[src/rtl/alu_pkg.sv]
package alu_pkg;
   localparam int SBIT_C = 0;
   localparam int SBIT_Z = 1;
   localparam int SBIT_I = 2;
   localparam int SBIT_D = 3;
   localparam int SBIT_B = 4;
   localparam int SBIT_K = 5;
   localparam int SBIT_V = 6;
   localparam int SBIT_N = 7;
   localparam int STAT_W = 8;

   typedef enum logic [4:0] {
      OP_ADC = 5'd0,  OP_SBC = 5'd1,  OP_AND = 5'd2,  OP_ORA = 5'd3,
      OP_EOR = 5'd4,  OP_BIT = 5'd5,  OP_ASL = 5'd6,  OP_LSR = 5'd7,
      OP_ROL = 5'd8,  OP_ROR = 5'd9,  OP_CMP = 5'd10, OP_INC = 5'd11,
      OP_DEC = 5'd12, OP_LDM = 5'd13, OP_TXS = 5'd14, OP_CLC = 5'd15,
      OP_SEC = 5'd16, OP_CLI = 5'd17, OP_SEI = 5'd18, OP_CLD = 5'd19,
      OP_SED = 5'd20, OP_CLV = 5'd21, OP_PLP = 5'd22, OP_PHP = 5'd23
   } alu_op_e;
endpackage

[src/rtl/alu_core.sv]
module alu_core
   import alu_pkg::*;
#(
   parameter int  W            = 8,
   parameter bit  SHARED_ADDER = 1'b1
) (
   input  alu_op_e        op,
   input  logic [W-1:0]   a,
   input  logic [W-1:0]   m,
   input  logic           cin,
   output logic [W-1:0]   res,
   output logic           fn,
   output logic           fv,
   output logic           fz,
   output logic           fc
);
   localparam int MSB = W - 1;

   logic [W-1:0] addend;
   logic [W:0]   sum;

   assign addend = (op == OP_ADC) ? m : ~m;

   generate
      if (SHARED_ADDER) begin : g_shared
         logic add_cin;
         assign add_cin = (op == OP_CMP) ? 1'b1 : cin;
         assign sum = {1'b0, a} + {1'b0, addend} + {{W{1'b0}}, add_cin};
      end else begin : g_split
         logic [W:0] s_add, s_sub, s_cmp;
         assign s_add = {1'b0, a} + {1'b0, m}  + {{W{1'b0}}, cin};
         assign s_sub = {1'b0, a} + {1'b0, ~m} + {{W{1'b0}}, cin};
         assign s_cmp = {1'b0, a} + {1'b0, ~m} + {{W{1'b0}}, 1'b1};
         assign sum = (op == OP_ADC) ? s_add :
                      (op == OP_CMP) ? s_cmp : s_sub;
      end
   endgenerate

   always_comb begin
      res = a;
      fc  = cin;
      fv  = 1'b0;
      case (op)
         OP_ADC, OP_SBC: begin
            res = sum[W-1:0];
            fc  = sum[W];
            fv  = (a[MSB] == addend[MSB]) && (sum[MSB] != a[MSB]);
         end
         OP_AND: res = a & m;
         OP_ORA: res = a | m;
         OP_EOR: res = a ^ m;
         OP_ASL: begin res = {m[MSB-1:0], 1'b0}; fc = m[MSB]; end
         OP_LSR: begin res = {1'b0, m[MSB:1]};   fc = m[0];   end
         OP_ROL: begin res = {m[MSB-1:0], cin};  fc = m[MSB]; end
         OP_ROR: begin res = {cin, m[MSB:1]};    fc = m[0];   end
         OP_CMP: fc = sum[W];
         OP_INC: res = m + 1'b1;
         OP_DEC: res = m - 1'b1;
         OP_LDM, OP_TXS: res = m;
         OP_BIT: fv = m[MSB-1];
         default: ;
      endcase
      case (op)
         OP_CMP: begin fn = sum[MSB]; fz = (sum[W-1:0] == '0); end
         OP_BIT: begin fn = m[MSB];   fz = ((a & m) == '0);    end
         default: begin fn = res[MSB]; fz = (res == '0);       end
      endcase
   end
endmodule

[src/rtl/alu_flag_merge.sv]
module alu_flag_merge
   import alu_pkg::*;
(
   input  alu_op_e            op,
   input  logic [STAT_W-1:0]  stat_q,
   input  logic [STAT_W-1:0]  pulled,
   input  logic               fn,
   input  logic               fv,
   input  logic               fz,
   input  logic               fc,
   output logic [STAT_W-1:0]  stat_d
);
   always_comb begin
      stat_d = stat_q;
      case (op)
         OP_ADC, OP_SBC: begin
            stat_d[SBIT_N] = fn; stat_d[SBIT_V] = fv;
            stat_d[SBIT_Z] = fz; stat_d[SBIT_C] = fc;
         end
         OP_AND, OP_ORA, OP_EOR, OP_INC, OP_DEC, OP_LDM: begin
            stat_d[SBIT_N] = fn; stat_d[SBIT_Z] = fz;
         end
         OP_BIT: begin
            stat_d[SBIT_N] = fn; stat_d[SBIT_V] = fv; stat_d[SBIT_Z] = fz;
         end
         OP_ASL, OP_LSR, OP_ROL, OP_ROR, OP_CMP: begin
            stat_d[SBIT_N] = fn; stat_d[SBIT_Z] = fz; stat_d[SBIT_C] = fc;
         end
         OP_CLC: stat_d[SBIT_C] = 1'b0;
         OP_SEC: stat_d[SBIT_C] = 1'b1;
         OP_CLI: stat_d[SBIT_I] = 1'b0;
         OP_SEI: stat_d[SBIT_I] = 1'b1;
         OP_CLD: stat_d[SBIT_D] = 1'b0;
         OP_SED: stat_d[SBIT_D] = 1'b1;
         OP_CLV: stat_d[SBIT_V] = 1'b0;
         OP_PLP: stat_d = pulled;
         default: ;
      endcase
      stat_d[SBIT_K] = 1'b1;
      stat_d[SBIT_B] = 1'b0;
   end
endmodule

[src/rtl/acc_alu_flags.sv]
module acc_alu_flags
   import alu_pkg::*;
#(
   parameter int W              = 8,
   parameter bit SHARED_ADDER   = 1'b1,
   parameter bit RESET_IRQ_MASK = 1'b1
) (
   input  logic          clk,
   input  logic          rst_n,
   input  logic          op_valid,
   input  logic [4:0]    op_i,
   input  logic [W-1:0]  a_i,
   input  logic [W-1:0]  m_i,
   output logic [W-1:0]  result_o,
   output logic [7:0]    status_o
);
   localparam logic [STAT_W-1:0] RESET_STAT =
      (STAT_W'(1) << SBIT_K) | (STAT_W'(RESET_IRQ_MASK) << SBIT_I);
   localparam int PAD = W - STAT_W;

   generate
      if (W < STAT_W) begin : g_bad_width
         $error("acc_alu_flags: W must be at least the status width");
      end
   endgenerate

   alu_op_e             op;
   logic [STAT_W-1:0]   stat_q, stat_d;
   logic [W-1:0]        core_res;
   logic                fn, fv, fz, fc;

   assign op = alu_op_e'(op_i);

   alu_core #(.W(W), .SHARED_ADDER(SHARED_ADDER)) u_core (
      .op(op), .a(a_i), .m(m_i), .cin(stat_q[SBIT_C]),
      .res(core_res), .fn(fn), .fv(fv), .fz(fz), .fc(fc)
   );

   alu_flag_merge u_merge (
      .op(op), .stat_q(stat_q), .pulled(m_i[STAT_W-1:0]),
      .fn(fn), .fv(fv), .fz(fz), .fc(fc), .stat_d(stat_d)
   );

   always_ff @(posedge clk or negedge rst_n) begin
      if (!rst_n)        stat_q <= RESET_STAT;
      else if (op_valid) stat_q <= stat_d;
   end

   generate
      if (PAD > 0) begin : g_pad
         assign result_o = (op == OP_PHP)
            ? {{PAD{1'b0}}, stat_q | (STAT_W'(1) << SBIT_B)} : core_res;
      end else begin : g_nopad
         assign result_o = (op == OP_PHP)
            ? (stat_q | (STAT_W'(1) << SBIT_B)) : core_res;
      end
   endgenerate

   assign status_o = stat_q;
endmodule

[config.mk]
export PLATFORM = sky130hd
export DESIGN_NAME = acc_alu_flags
export DESIGN_NICKNAME = d
export VERILOG_FILES = /design/src/rtl/alu_pkg.sv /design/src/rtl/alu_core.sv /design/src/rtl/alu_flag_merge.sv /design/src/rtl/acc_alu_flags.sv
export SDC_FILE = /design/constraint.sdc
export NUM_CORES = 1
export LEC_CHECK = 0
export BUFFER_PORTS_ARGS = -buffer_cell sky130_fd_sc_hd__buf_2
export CAP_MARGIN = 10
export CORE_UTILIZATION = 53
export DETAILED_ROUTE_END_ITERATION = 10
export PLACE_DENSITY = 0.78
export SLEW_MARGIN = 10
export SYNTH_ARGS = -nofsm -noshare
export SYNTH_HDL_FRONTEND = slang
export SYNTH_HIERARCHICAL = 1
export SYNTH_SLANG_ARGS = --single-unit
[constraint.sdc]
create_clock -name clk -period 3.7 [get_ports clk]
set_input_delay 0.185 -clock clk [delete_from_list [all_inputs] [get_ports clk]]
set_output_delay 0.185 -clock clk [all_outputs]
set_load 0.05 [all_outputs]
======== After elaboration in Yosys (flattened, before gate mapping) ========
Index checks and enable logic that the tools add are counted.
cells by class
  $add $sub $neg .......................... 4
  multiply operators ...................... 0
  div/mod/pow operators ................... 0
  $lt $le $gt $ge ......................... 0
  eq/ne operators ......................... 26
  shift-type cells ........................ 0
  multiplexer cells ....................... 14
  bitwise operators ....................... 4
  reduce and logical (&&, ||, !) cells .... 23
operator list
  cell                   number
  $pmux W8 S11           1
  $eq A5 B4 Y1 const B   8
  $eq A5 B5 Y1 const B   8
  $logic_not A8 Y1       3
  $eq A5 B3 Y1 const B   4
  $mux W8                2
  $reduce_or A14 Y1      1
  $pmux W1 S3            4
  $eq A5 B2 Y1 const B   2
  $add A8 B8 Y9          1
  $add A9 B1 Y9          1
  $reduce_bool A3 Y1     3
  $add A8 B1 Y8 const B  1
  $and A8 B8 Y8          1
  $not A8 Y8             1
  $or A8 B8 Y8           1
  $pmux W1 S2            4
  $reduce_and A2 Y1      4
  $reduce_or A2 Y1       4
  $sub A8 B1 Y8 const B  1
  $xor A8 B8 Y8          1
  $reduce_or A7 Y1       1
  $reduce_or A3 Y1       2
  $eq A5 B1 Y1 const B   1
  other kinds (10)       11
storage, ports and cells
  flip-flop bits (word level) ............. 6
  latch bits .............................. 0
  bits in writable memories ............... 0
  memory bits (read-only) ................. 0
  output and inout port bits .............. 16
  logic and storage cells ................. 76
  memories ................................ 0

======== Depth between registers and ports, before layout ========
Gate-level depths: netlist of run 1.
  depth after elaboration ................. 8
  gate-level depth with buffers ........... 18

======== Cells and area by module ========
Netlist of run 1, hierarchy kept.
by module, submodules not included
  module          instances  cells each  area an instance (um^2)  sequential area each (um^2)
  alu_core        1          245         1823.0                   0.0
  acc_alu_flags   1          27          419.2                    202.7
  alu_flag_merge  1          46          307.8                    0.0

======== Worst setup path after synthesis of run 1 ========
OpenSTA, ideal clock, no wires.
  path type ............................... input to register
  from .................................... input port op_i[0]
  to ...................................... register stat_q[1] (netlist: status_o[1])
  data arrival time ....................... 4.577 ns
  data required time ...................... 3.633 ns
  slack ................................... -0.944 ns
  stages on the path ...................... 17
  path through ............................ buf_4 -> buf_2 -> buf_1 -> nor2_1 -> xnor2_1 -> fa_1 -> fa_1 -> a211o_1 -> a21oi_1 -> a211oi_1 -> or4b_4 -> nor4_1 -> or4b_1 -> o311ai_2 -> and2_1 -> a221o_1 -> mux2_2
between the ends
  longest elaborated chain between the ends .. 8
ends and longest elaborated chain
  element                RTL line                        RTL
  start, declared        acc_alu_flags.sv:11             input logic [4:0] op_i,
  $logic_not A5 Y1       alu_core.sv:22, alu_core.sv:43
  $mux W8                alu_core.sv:22                  assign addend = (op == OP_ADC) ? m : ~m;
  $add A8 B8 Y9          alu_core.sv:28                  assign sum = {1'b0, a} + {1'b0, addend} + {{W{1'b0}}, add_cin};
  $add A9 B1 Y9          alu_core.sv:28
  $pmux W8 S11 (*)       alu_core.sv:43                  case (op)
  named net core_res[4]  acc_alu_flags.sv:29             logic [W-1:0] core_res;
  $logic_not A8 Y1 (*)   alu_core.sv:66                  default: begin fn = res[MSB]; fz = (res == '0); end
  $pmux W1 S2 (*)        alu_core.sv:63                  case (op)
  named net fz           acc_alu_flags.sv:30             logic fn, fv, fz, fc;
  $pmux W1 S2 (*)        alu_flag_merge.sv:15            case (op)
  named net stat_d[1]    acc_alu_flags.sv:28             logic [STAT_W-1:0] stat_q, stat_d;
  end signal, assigned   acc_alu_flags.sv:46             else if (op_valid) stat_q <= stat_d;
  end, declared          acc_alu_flags.sv:28
The timed path passes the listed nets; every way through them passes the cells marked *.
A chain may end at the register's enable or synchronous reset.

======== Final worst setup path of run 1 ========
  from .................................... register stat_q[0] (netlist: status_o[0])
  to ...................................... register stat_q[1] (netlist: status_o[1])
between the ends
  longest elaborated chain between the ends .. 6
ends and longest elaborated chain
  element                RTL line              RTL
  $mux W1                alu_core.sv:27        assign add_cin = (op == OP_CMP) ? 1'b1 : cin;
  $add A9 B1 Y9          alu_core.sv:28
  $pmux W8 S11           alu_core.sv:43
  named net core_res[4]  acc_alu_flags.sv:29
  $logic_not A8 Y1       alu_core.sv:66
  $pmux W1 S2            alu_core.sv:63
  named net fz           acc_alu_flags.sv:30
  $pmux W1 S2            alu_flag_merge.sv:15
  named net stat_d[1]    acc_alu_flags.sv:28
The timed path passes the listed nets, and every way through them passes these cells.

==> impl_metrics.py, run 1 <==
metrics = {
    "power_and_ir_drop": {
        "p_seq_share_pct": 15.2,
        "internal_power_w": 0.000409,
        "p_comb_share_pct": 70.9,
        "power_density_nw_per_um2": 253,
        "ir_drop_mv": 0.284,
        "p_total_w": 0.000804,
        "p_leak_nw": 1.48,
        "p_switching_w": 0.000395,
        "p_clk_share_pct": 14.0,
        "switching_share_pct": 49.1,
    },
    "drt": {
        "ant_nets": 0,
        "firstDrtPassIters": 8,
        "viasPerCell": 6.58,
        "vias": 2896,
        "drt_iter0_drc": 343,
        "route.detailed.drc": 1,
        "drt-total-wl_mm": 8.71,
        "drt-wirelength-per-cell_um": 19.8,
    },
    "sta": {
        "post-route-period-util_pct": 101,
        "hold_viol_final": 0,
        "fin_hold_ws_ps": 364,
        "setup_viol": 1,
        "final.setup.worst_slack_ps": -21.5,
        "fin_crit_ps": 3720,
        "fmax_ghz": 0.269,
        "rsz0062_at_grt": "yes",
        "clock_skew_ps": 0.234,
        "drv_slew": 0,
    },
    "finish": {
        "fill_cells": 390,
        "largest_reg_flops": 8,
        "stdcell_count": 440,
        "drive_gt1_share_pct": 33.2,
        "area_growth_pct": 24.7,
        "post-route-util_pct": 71.1,
        "num-nets-final": 446,
        "num_antenna_cells": 0,
    },
    "clock_network": {
        "cts_sinks": 8,
        "worstSkewPairLatency_ps": 240,
        "htreeDepth": 1,
        "clk_pin_slew_worst_paths_ps": 50,
        "cts_tree": "built",
        "cts_buffers": 3,
        "cts_root_buffer": "clkbuf_8",
        "clockBufferDepth": 2,
    },
    "status": {
        "status": "finished with violations",
        "violations": "DRC, setup timing",
    },
    "synth": {
        "synth_edf_count": 0,
        "synth-seq-area-share_pct": 7.95,
        "async_flop_share_pct": 100,
        "synth-seq-cells": 8,
        "yosysUniqueCellTypes": 74,
        "synth_area_um2": 2550,
        "synth_top_area_cell": "ha_1",
        "syn_inst": 318,
        "synth_fp_nets": 375,
        "synthFlopType": "dfrtp_1",
        "synth.avg_cell_area_um2": 8.02,
        "post-synth-top-area-fraction_pct": 14.7,
        "ys_warn_count": 6,
        "synth_area_leaders": "ha_1 15%, mux2_2 6.6%, dfrtp_1 5.9%, xnor2_1 4.8%, inv_1 3.5%",
    },
    "floorplan": {
        "die_w_um": 71.4,
        "core_area_um2": 4470,
        "start_util_pct": 57.0,
        "die_y_um": 71.4,
        "rows": 24,
        "dieArea_um2": 5090,
        "io_pins": 40,
    },
    "placement": {
        "dp_hpwl_mm": 6.67,
        "numPortBuffers": 39,
        "place_congestion": 1.13,
        "place_inst": 433,
    },
    "setup_path": {
        "cp-start-kind": "flip-flop",
        "critPathMaxFanout": 3,
        "crit_arrival_ps": 3900,
        "required_ps": 3880,
        "path_class": "reg -> reg",
        "r2r_cells": 13,
        "cp-end-kind": "flip-flop",
    },
    "global_route": {
        "grt-ovfl-total": 0,
        "antenna_found_initial": 0,
        "grt_first_pass_wirelength_mm": 13.6,
        "grt_usage_pct": 34.6,
        "grt_max_degree": 24,
        "grt_pass1_vias": 2664,
    },
    "hold_path": {
        "hold_path.class": "in -> async",
    },
    "run": {
        "cap_violations": 0,
    },
}
synth_stat cells (3+ instances only):
master	n
nand2_1	18
nand4_1	3
and2_1	5
dfrtp_1	6
nand3_1	8
nor2b_1	5
buf_4	3
o21a_1	3
a211o_1	4
mux2i_1	6
fa_1	3
o221ai_1	3
clkbuf_1	6
a32oi_1	4
nand4b_1	5
a31oi_1	3
nor4_1	4
and3_1	4
o32ai_1	3
xnor2_1	14
a21oi_1	15
nor3_1	4
nand2b_1	4
or3_1	3
nor2_1	16
xor2_1	6
buf_2	8
ha_1	30
o211ai_1	5
inv_1	24
a211oi_1	8
a221o_1	3
mux2_2	15
o21ai_0	9
power by group through the flow:
stage | logic (W) | registers, W | clock network [W]
after floorplan | 0.000304 | 0.000180 | 0
after global placement | 0.000533 | 0.000122 | 0
after detailed placement | 0.000541 | 0.000122 | 0
after CTS | 0.000551 | 0.000121 | 0.000114
after global routing | 0.000608 | 0.000125 | 0.000120
final | 0.000570 | 0.000122 | 0.000112
layout by cell type, fill, tap and decap left out, types with 4 or more instances in the layout:
cell,count
ha_1,30
nand4b_1,5
xor2_1,6
dfrtp_1,6
mux2_2,15
mux2i_1,6
a21oi_1,14
o21ai_0,9
inv_1,24
and3_1,4
nand3_1,8
o211ai_1,5
a211o_1,4
nand2_1,17
and2_1,5
a211oi_1,8
nor2_1,13
nor3_1,4
buf_2,39
buf_4,45
xnor2_1,13
nor2b_1,5
metal layers:
layer	share of wire, %	track usage (%)
met4	2.7	9.78
met1	43	48.8
met5	0	0
met2	46	55.6
met3	8.5	4.08
critical path: stages, from the launching register on:
cell and delay, ps:
dfrtp_1 400, nand2b_4 160, fa_2 410, fa_2 360, a211o_1 340, a21oi_2 150
a211oi_1 70, or4b_4 540, nor4_2 120, or4b_4 480, o311ai_2 220, and2_1 160
a221o_1 110, mux2_2 140
final cells by class:
| class | count | area [um^2] | share of cell area (%) |
|---|---|---|---|
| multi-input combinational | 267 | 2230 | 70.3 |
| tap | 52 | 65.1 | 2.05 |
| timing repair buffer | 85 | 543 | 17.1 |
| sequential | 8 | 203 | 6.37 |
| clock buffer | 4 | 45.0 | 1.42 |
| inverter | 24 | 90.1 | 2.83 |
timing repair:
action	4_1_cts	5_1_grt
endpoints found under the hold margin	6	0
pin swaps	2	4
setup buffers	0	2
resized for setup	3	5
endpoints found under the setup margin	1	4
hold buffers	1	0
cloned	0	0
kinds of logic after synthesis:
group,synth area share [%]
mux,8.98
buf+inv,7.46
other cells,0.295
fa+ha+maj,17.1
flops,7.95
simple gates,25.0
xor+xnor,6.87
compound gates,26.4
per-stage QoR:
stage / worst slack [ps] / area (um^2) / setup TNS (ps)
detailed placement: -347 / 3070 / -347
global route: -157 / 3180 / -157
global placement: -251 / 3070 / -251
CTS: -42.6 / 3140 / -42.6
finish: -21.5 / 3180 / -21.5
floorplan: -423 / 2600 / -423
worst paths after layout:
kind	startpoint	end	slack, ps
setup / recovery	status_o[0]	status_o[1]	-20
hold / removal	rst_n	status_o[0]	360
setup reg to reg	status_o[0]	status_o[1]	-20
hold reg to reg	status_o[4]	status_o[4]	520
max in group asynchronous	rst_n	status_o[2]	3080
min in group clk	op_valid	status_o[6]	370
Note: power is estimated with default switching activity, not from simulation.
==> run 2: changes to the inputs <==
--- a/config.mk
+++ b/config.mk
@@ -10,7 +10,8 @@
 export CORE_UTILIZATION = 53
 export DETAILED_ROUTE_END_ITERATION = 10
 export PLACE_DENSITY = 0.78
-export SLEW_MARGIN = 10
+export SKIP_CTS_REPAIR_TIMING = 1
+export SLEW_MARGIN = 20
 export SYNTH_ARGS = -nofsm -noshare
 export SYNTH_HDL_FRONTEND = slang
 export SYNTH_HIERARCHICAL = 1
==> run 2 against run 1 <==
Effect of this change: the flow finishes with violations (DRC); global-route usage decreased by 0.42 points; critical path depth unchanged; design area up 0.16%; clock-buffer cell count stayed put; register-to-register slack better by 30 ps; core utilization grew 0.11 points; via count decreased by 1.1%; combinational power about the same; die area stayed put; critical endpoint unchanged; largest power group unchanged; highest routed layer unchanged.
==> impl_metrics.py, run 2 (synthesis gave the netlist of run 1 again) <==
metrics = {
    "power_and_ir_drop": {
        "ir_drop_mv": 0.285,
        "p_leak_nw": 1.48,
        "switching_share_pct": 49.1,
        "internal_power_w": 0.000410,
        "p_clk_share_pct": 14.0,
        "p_seq_share_pct": 15.1,
        "p_total_w": 0.000806,
        "p_comb_share_pct": 70.8,
        "p_switching_w": 0.000396,
        "power_density_nw_per_um2": 253,
    },
    "sta": {
        "drv_slew": 0,
        "rsz0062_at_grt": "yes",
        "post-route-period-util_pct": 99.8,
        "clock_skew_ps": 0.103,
        "fin_hold_ws_ps": 361,
        "tns_ps": 0,
        "setup_viol": 0,
        "hold_viol_final": 0,
        "fmax_ghz": 0.271,
        "fin_crit_ps": 3690,
    },
    "placement": {
        "place_inst": 433,
        "dpl-instance-area_um2": 3070,
        "numPortBuffers": 39,
        "dp_hpwl_mm": 6.67,
        "place_congestion": 1.13,
    },
    "global_route": {
        "grt_usage_pct": 34.1,
        "grt_first_pass_wirelength_mm": 13.5,
        "grt-ovfl-total": 0,
        "grt_max_degree": 24,
        "grt_pass1_vias": 2618,
        "antenna_found_initial": 0,
    },
    "clock_network": {
        "cts_buffers": 3,
        "cts_sinks": 8,
        "htreeDepth": 1,
        "cts_tree": "built",
        "cts_root_buffer": "clkbuf_8",
        "clockBufferDepth": 2,
        "clk_pin_slew_worst_paths_ps": 50,
        "worstSkewPairLatency_ps": 240,
    },
    "drt": {
        "firstDrtPassIters": 8,
        "viasPerCell": 6.51,
        "drt-total-wl_mm": 8.72,
        "vias": 2863,
        "route.detailed.drc": 1,
        "drt_iter0_drc": 358,
        "ant_nets": 0,
        "routed-wl-met3_um": 651,
        "drt-wirelength-per-cell_um": 19.8,
        "wl_met2_mm": 4.13,
        "drt-met1-wl_mm": 3.78,
        "top_layer": "met4",
    },
    "finish": {
        "area_growth_pct": 24.9,
        "drive_gt1_share_pct": 33.5,
        "stdcell_count": 440,
        "fill_cells": 392,
        "num-nets-final": 446,
        "mostFrequentLayoutCells": "45 x buf_4, 39 x buf_2, 30 x ha_1",
        "largest_reg_flops": 8,
        "num_antenna_cells": 0,
        "final_common_cell": "buf_4",
        "final_area_um2": 3190,
    },
    "setup_path": {
        "path_class": "reg -> reg",
        "cp-end-kind": "flip-flop",
        "required_ps": 3880,
        "crit_arrival_ps": 3870,
        "critical-path-max-stage-delay_ps": 540,
        "critPathMaxFanout": 3,
        "crit_slowest_cell": "or4b_4",
        "path_cells": "nand2b_4 > fa_2 > fa_2 > a211o_1 > a21oi_2 > a211oi_1 > or4b_4 > nor4_2 > or4b_4 > o311ai_2 > and2_1 > a221o_1 > mux2_2",
        "cp-start-kind": "flip-flop",
    },
    "status": {
        "status": "finished with violations",
        "violations": "DRC",
    },
    "floorplan": {
        "core_area_um2": 4470,
        "die_w_um": 71.4,
        "dieArea_um2": 5090,
        "rows": 24,
        "io_pins": 40,
        "start_util_pct": 57.0,
        "die_y_um": 71.4,
    },
    "run": {
        "cap_violations": 0,
    },
    "hold_path": {
        "hold_path.class": "in -> async",
    },
}
[run 2: cell types whose count changed in the layout (fill, tap and decap cells not counted)]
cell,change
a211oi_1,-1
a211oi_2,+1
[run 2: critical path: cells and delay by family (launching register included)]
kind / cells / cell delay (ps)
muxes: 1 / 140
AOI/OAI and AO/OA: 5 / 870
and+or+nand+nor: 5 / 1460
DFF: 1 / 400
adders and majority gates: 2 / 760
[run 2: final cells by class]
class / instances / area, um^2 / share of cell area [%]
well taps: 52 / 65.1 / 2.04
inverters: 24 / 90.1 / 2.83
flip-flops and latches: 8 / 203 / 6.36
clock buffers: 4 / 45.0 / 1.41
repair buffers: 85 / 543 / 17.0
multi-input cells: 267 / 2240 / 70.3
[run 2: stage by stage]
step                      utilization, %  setup slack [ps]
after global placement              68.6              -251
after global routing                71.2              -122
final                               71.2              7.46
after CTS                           69.6              -114
after detailed placement            68.6              -347
after floorplan                        -              -423
[run 2: final timing paths]
kind,slack [ps],endpoint,depth (start not counted),startpoint
max,7,status_o[1],13,status_o[0]
min,360,status_o[0],2,rst_n
max reg2reg,7,status_o[1],13,status_o[0]
min reg2reg,520,status_o[4],1,status_o[4]
max in group asynchronous,3080,status_o[5],2,rst_n
min in group clk,370,status_o[1],2,op_valid
[run 2: power by group through the flow]
stage                     registers, W  clock network [W]  logic (W)
final                         0.000122           0.000113   0.000571
after global routing          0.000125           0.000121   0.000609
after CTS                     0.000121           0.000114   0.000544
after detailed placement      0.000122                  0   0.000541
after global placement        0.000122                  0   0.000533
after floorplan               0.000180                  0   0.000304
[run 2: layer usage]
metal	track usage [%]	up-vias
li1	-	1345
met1	48.9	1363
met2	56.2	137
met3	3.94	18
met4	5.33	0
met5	0	-
==> run 3: changes to the inputs <==
--- a/config.mk
+++ b/config.mk
@@ -7,6 +7,7 @@
 export LEC_CHECK = 0
 export BUFFER_PORTS_ARGS = -buffer_cell sky130_fd_sc_hd__buf_2
 export CAP_MARGIN = 10
+export CORE_ASPECT_RATIO = 1.75
 export CORE_UTILIZATION = 53
 export DETAILED_ROUTE_END_ITERATION = 10
 export PLACE_DENSITY = 0.78
==> run 3 against run 2 <==
Effect of this change: the flow finishes with violations (setup timing); total power hardly changed; first-iteration DRC count is 62% lower; routed wire length is 4.2% higher; sequential cell count stayed put; core utilization is 2.7 points lower; critical path type unchanged; global-route usage is 4.0 points higher; clock-buffer cell count is 1 lower; clock power is 4% lower; worst hold slack worse by 12 ps.
==> impl_metrics.py, run 3 (synthesis gave the netlist of run 1 again) <==
metrics = {
    "clock_network": {
        "worstSkewPairLatency_ps": 240,
        "htreeDepth": 1,
        "clk_pin_slew_worst_paths_ps": 40,
        "cts_root_buffer": "clkbuf_8",
        "cts_sinks": 8,
        "cts_buffers": 3,
        "cts_tree": "built",
        "clockBufferDepth": 2,
    },
    "setup_path": {
        "required_ps": 3870,
        "crit_arrival_ps": 3910,
        "r2r_start": "status_o[0]",
        "cp-start-kind": "flip-flop",
        "startpoint": "status_o[0]",
        "ff2ff_setup_slack_ps": -40,
        "cp-end-kind": "flip-flop",
        "critPathMaxFanout": 3,
        "path_class": "reg -> reg",
    },
    "sta": {
        "tns_ps": -38.3,
        "setup_viol": 1,
        "fmax_ghz": 0.268,
        "hold_viol_final": 0,
        "clock_skew_ps": 2.15,
        "post-route-period-util_pct": 101,
        "fin_crit_ps": 3740,
        "drv_slew": 0,
        "final.setup.worst_slack_ps": -38.3,
        "rsz0062_at_grt": "yes",
        "fin_hold_ws_ps": 349,
    },
    "floorplan": {
        "die_y_um": 93.8,
        "start_util_pct": 54.7,
        "dieArea_um2": 5100,
        "die_w_um": 54.4,
        "rows": 33,
        "io_pins": 40,
        "core_area_um2": 4670,
    },
    "finish": {
        "area_growth_pct": 25.3,
        "num-nets-final": 447,
        "drive_gt1_share_pct": 33.8,
        "post-route-util_pct": 68.5,
        "largest_reg_flops": 8,
        "stdcell_count": 440,
        "num_antenna_cells": 0,
        "mostFrequentLayoutCells": "45 x buf_4, 39 x buf_2, 30 x ha_1",
        "final_common_cell": "buf_4",
    },
    "drt": {
        "vias": 2887,
        "ant_nets": 0,
        "drt-wirelength-per-cell_um": 20.7,
        "drt_iter0_drc": 136,
        "firstDrtPassIters": 5,
        "route.detailed.drc": 0,
        "viasPerCell": 6.56,
        "drt-total-wl_mm": 9.09,
    },
    "global_route": {
        "grt-ovfl-total": 0,
        "antenna_found_initial": 0,
        "grt_first_pass_wirelength_mm": 14.0,
        "grt_usage_pct": 38.2,
        "grt_max_degree": 32,
        "grt_pass1_vias": 2839,
    },
    "power_and_ir_drop": {
        "p_leak_nw": 1.49,
        "ir_drop_mv": 0.298,
        "power_density_nw_per_um2": 252,
    },
    "placement": {
        "place_congestion": 1.07,
        "place_inst": 433,
        "place_worst_setup_slack_ps": -388,
        "dp_hpwl_mm": 7.08,
        "numPortBuffers": 39,
    },
    "status": {
        "violations": "setup timing",
        "status": "finished with violations",
    },
    "run": {
        "cap_violations": 0,
    },
    "hold_path": {
        "hold_path.class": "in -> async",
    },
}
run 3: changes by cell type in the layout (fill, tap and decap cells not counted):
cell | before | now
a211oi_1 | 7 | 6
a211oi_2 | 1 | 2
a32oi_1 | 3 | 4
a32oi_2 | 1 | 0
buf_6 | 0 | 1
clkbuf_1 | 1 | 0
nor2_2 | 0 | 1
nor2_4 | 3 | 2
nor4_2 | 1 | 0
nor4_4 | 0 | 1
run 3: area by class of cell:
class	count	area, um^2
clock buffers	3	41.3
repair buffers	86	554
multi-input cells	267	2240
well taps	52	65.1
flip-flops and latches	8	203
inverters	24	90.1
fillers	407	1470
run 3: worst paths after layout:
path	end	cells past startpoint
max	status_o[1]	13
min in group clk	status_o[2]	2
min reg2reg	status_o[4]	1
min	status_o[6]	2
max reg2reg	status_o[1]	13
max in group asynchronous	status_o[5]	2
run 3: where the power goes:
| part | switching (W) | internal, W |
|---|---|---|
| registers | 0.0000152 | 0.000106 |
| logic | 0.000346 | 0.000231 |
| clock network | 0.0000370 | 0.0000707 |
run 3: worst max-delay path, stage by stage (launching register included):
cell and delay [ps]:
dfrtp_1 380, nand2b_4 150, fa_2 420, fa_2 370, a211o_1 310, a21oi_2 170, a211oi_2 70, or4b_4 560
nor4_4 140, or4b_4 480, o311ai_2 220, and2_1 170, a221o_1 110, mux2_2 140
run 3: layer usage:
layer	vias up	GRT usage, %	share of wire (%)
met3	54	6.47	5.3
met2	148	62.1	51
met4	0	29.1	7.4
li1	1342	-	-
met5	-	0	0
met1	1343	41.4	36
run 3: through the flow:
stage / area (um^2) / power (W)
6_report: 3190 / 0.000806
4_1_cts: 3110 / 0.000776
3_5_place_dp: 3070 / 0.000663
2_1_floorplan: 2600 / 0.000484
5_1_grt: 3190 / 0.000850
3_3_place_gp: 3070 / 0.000651
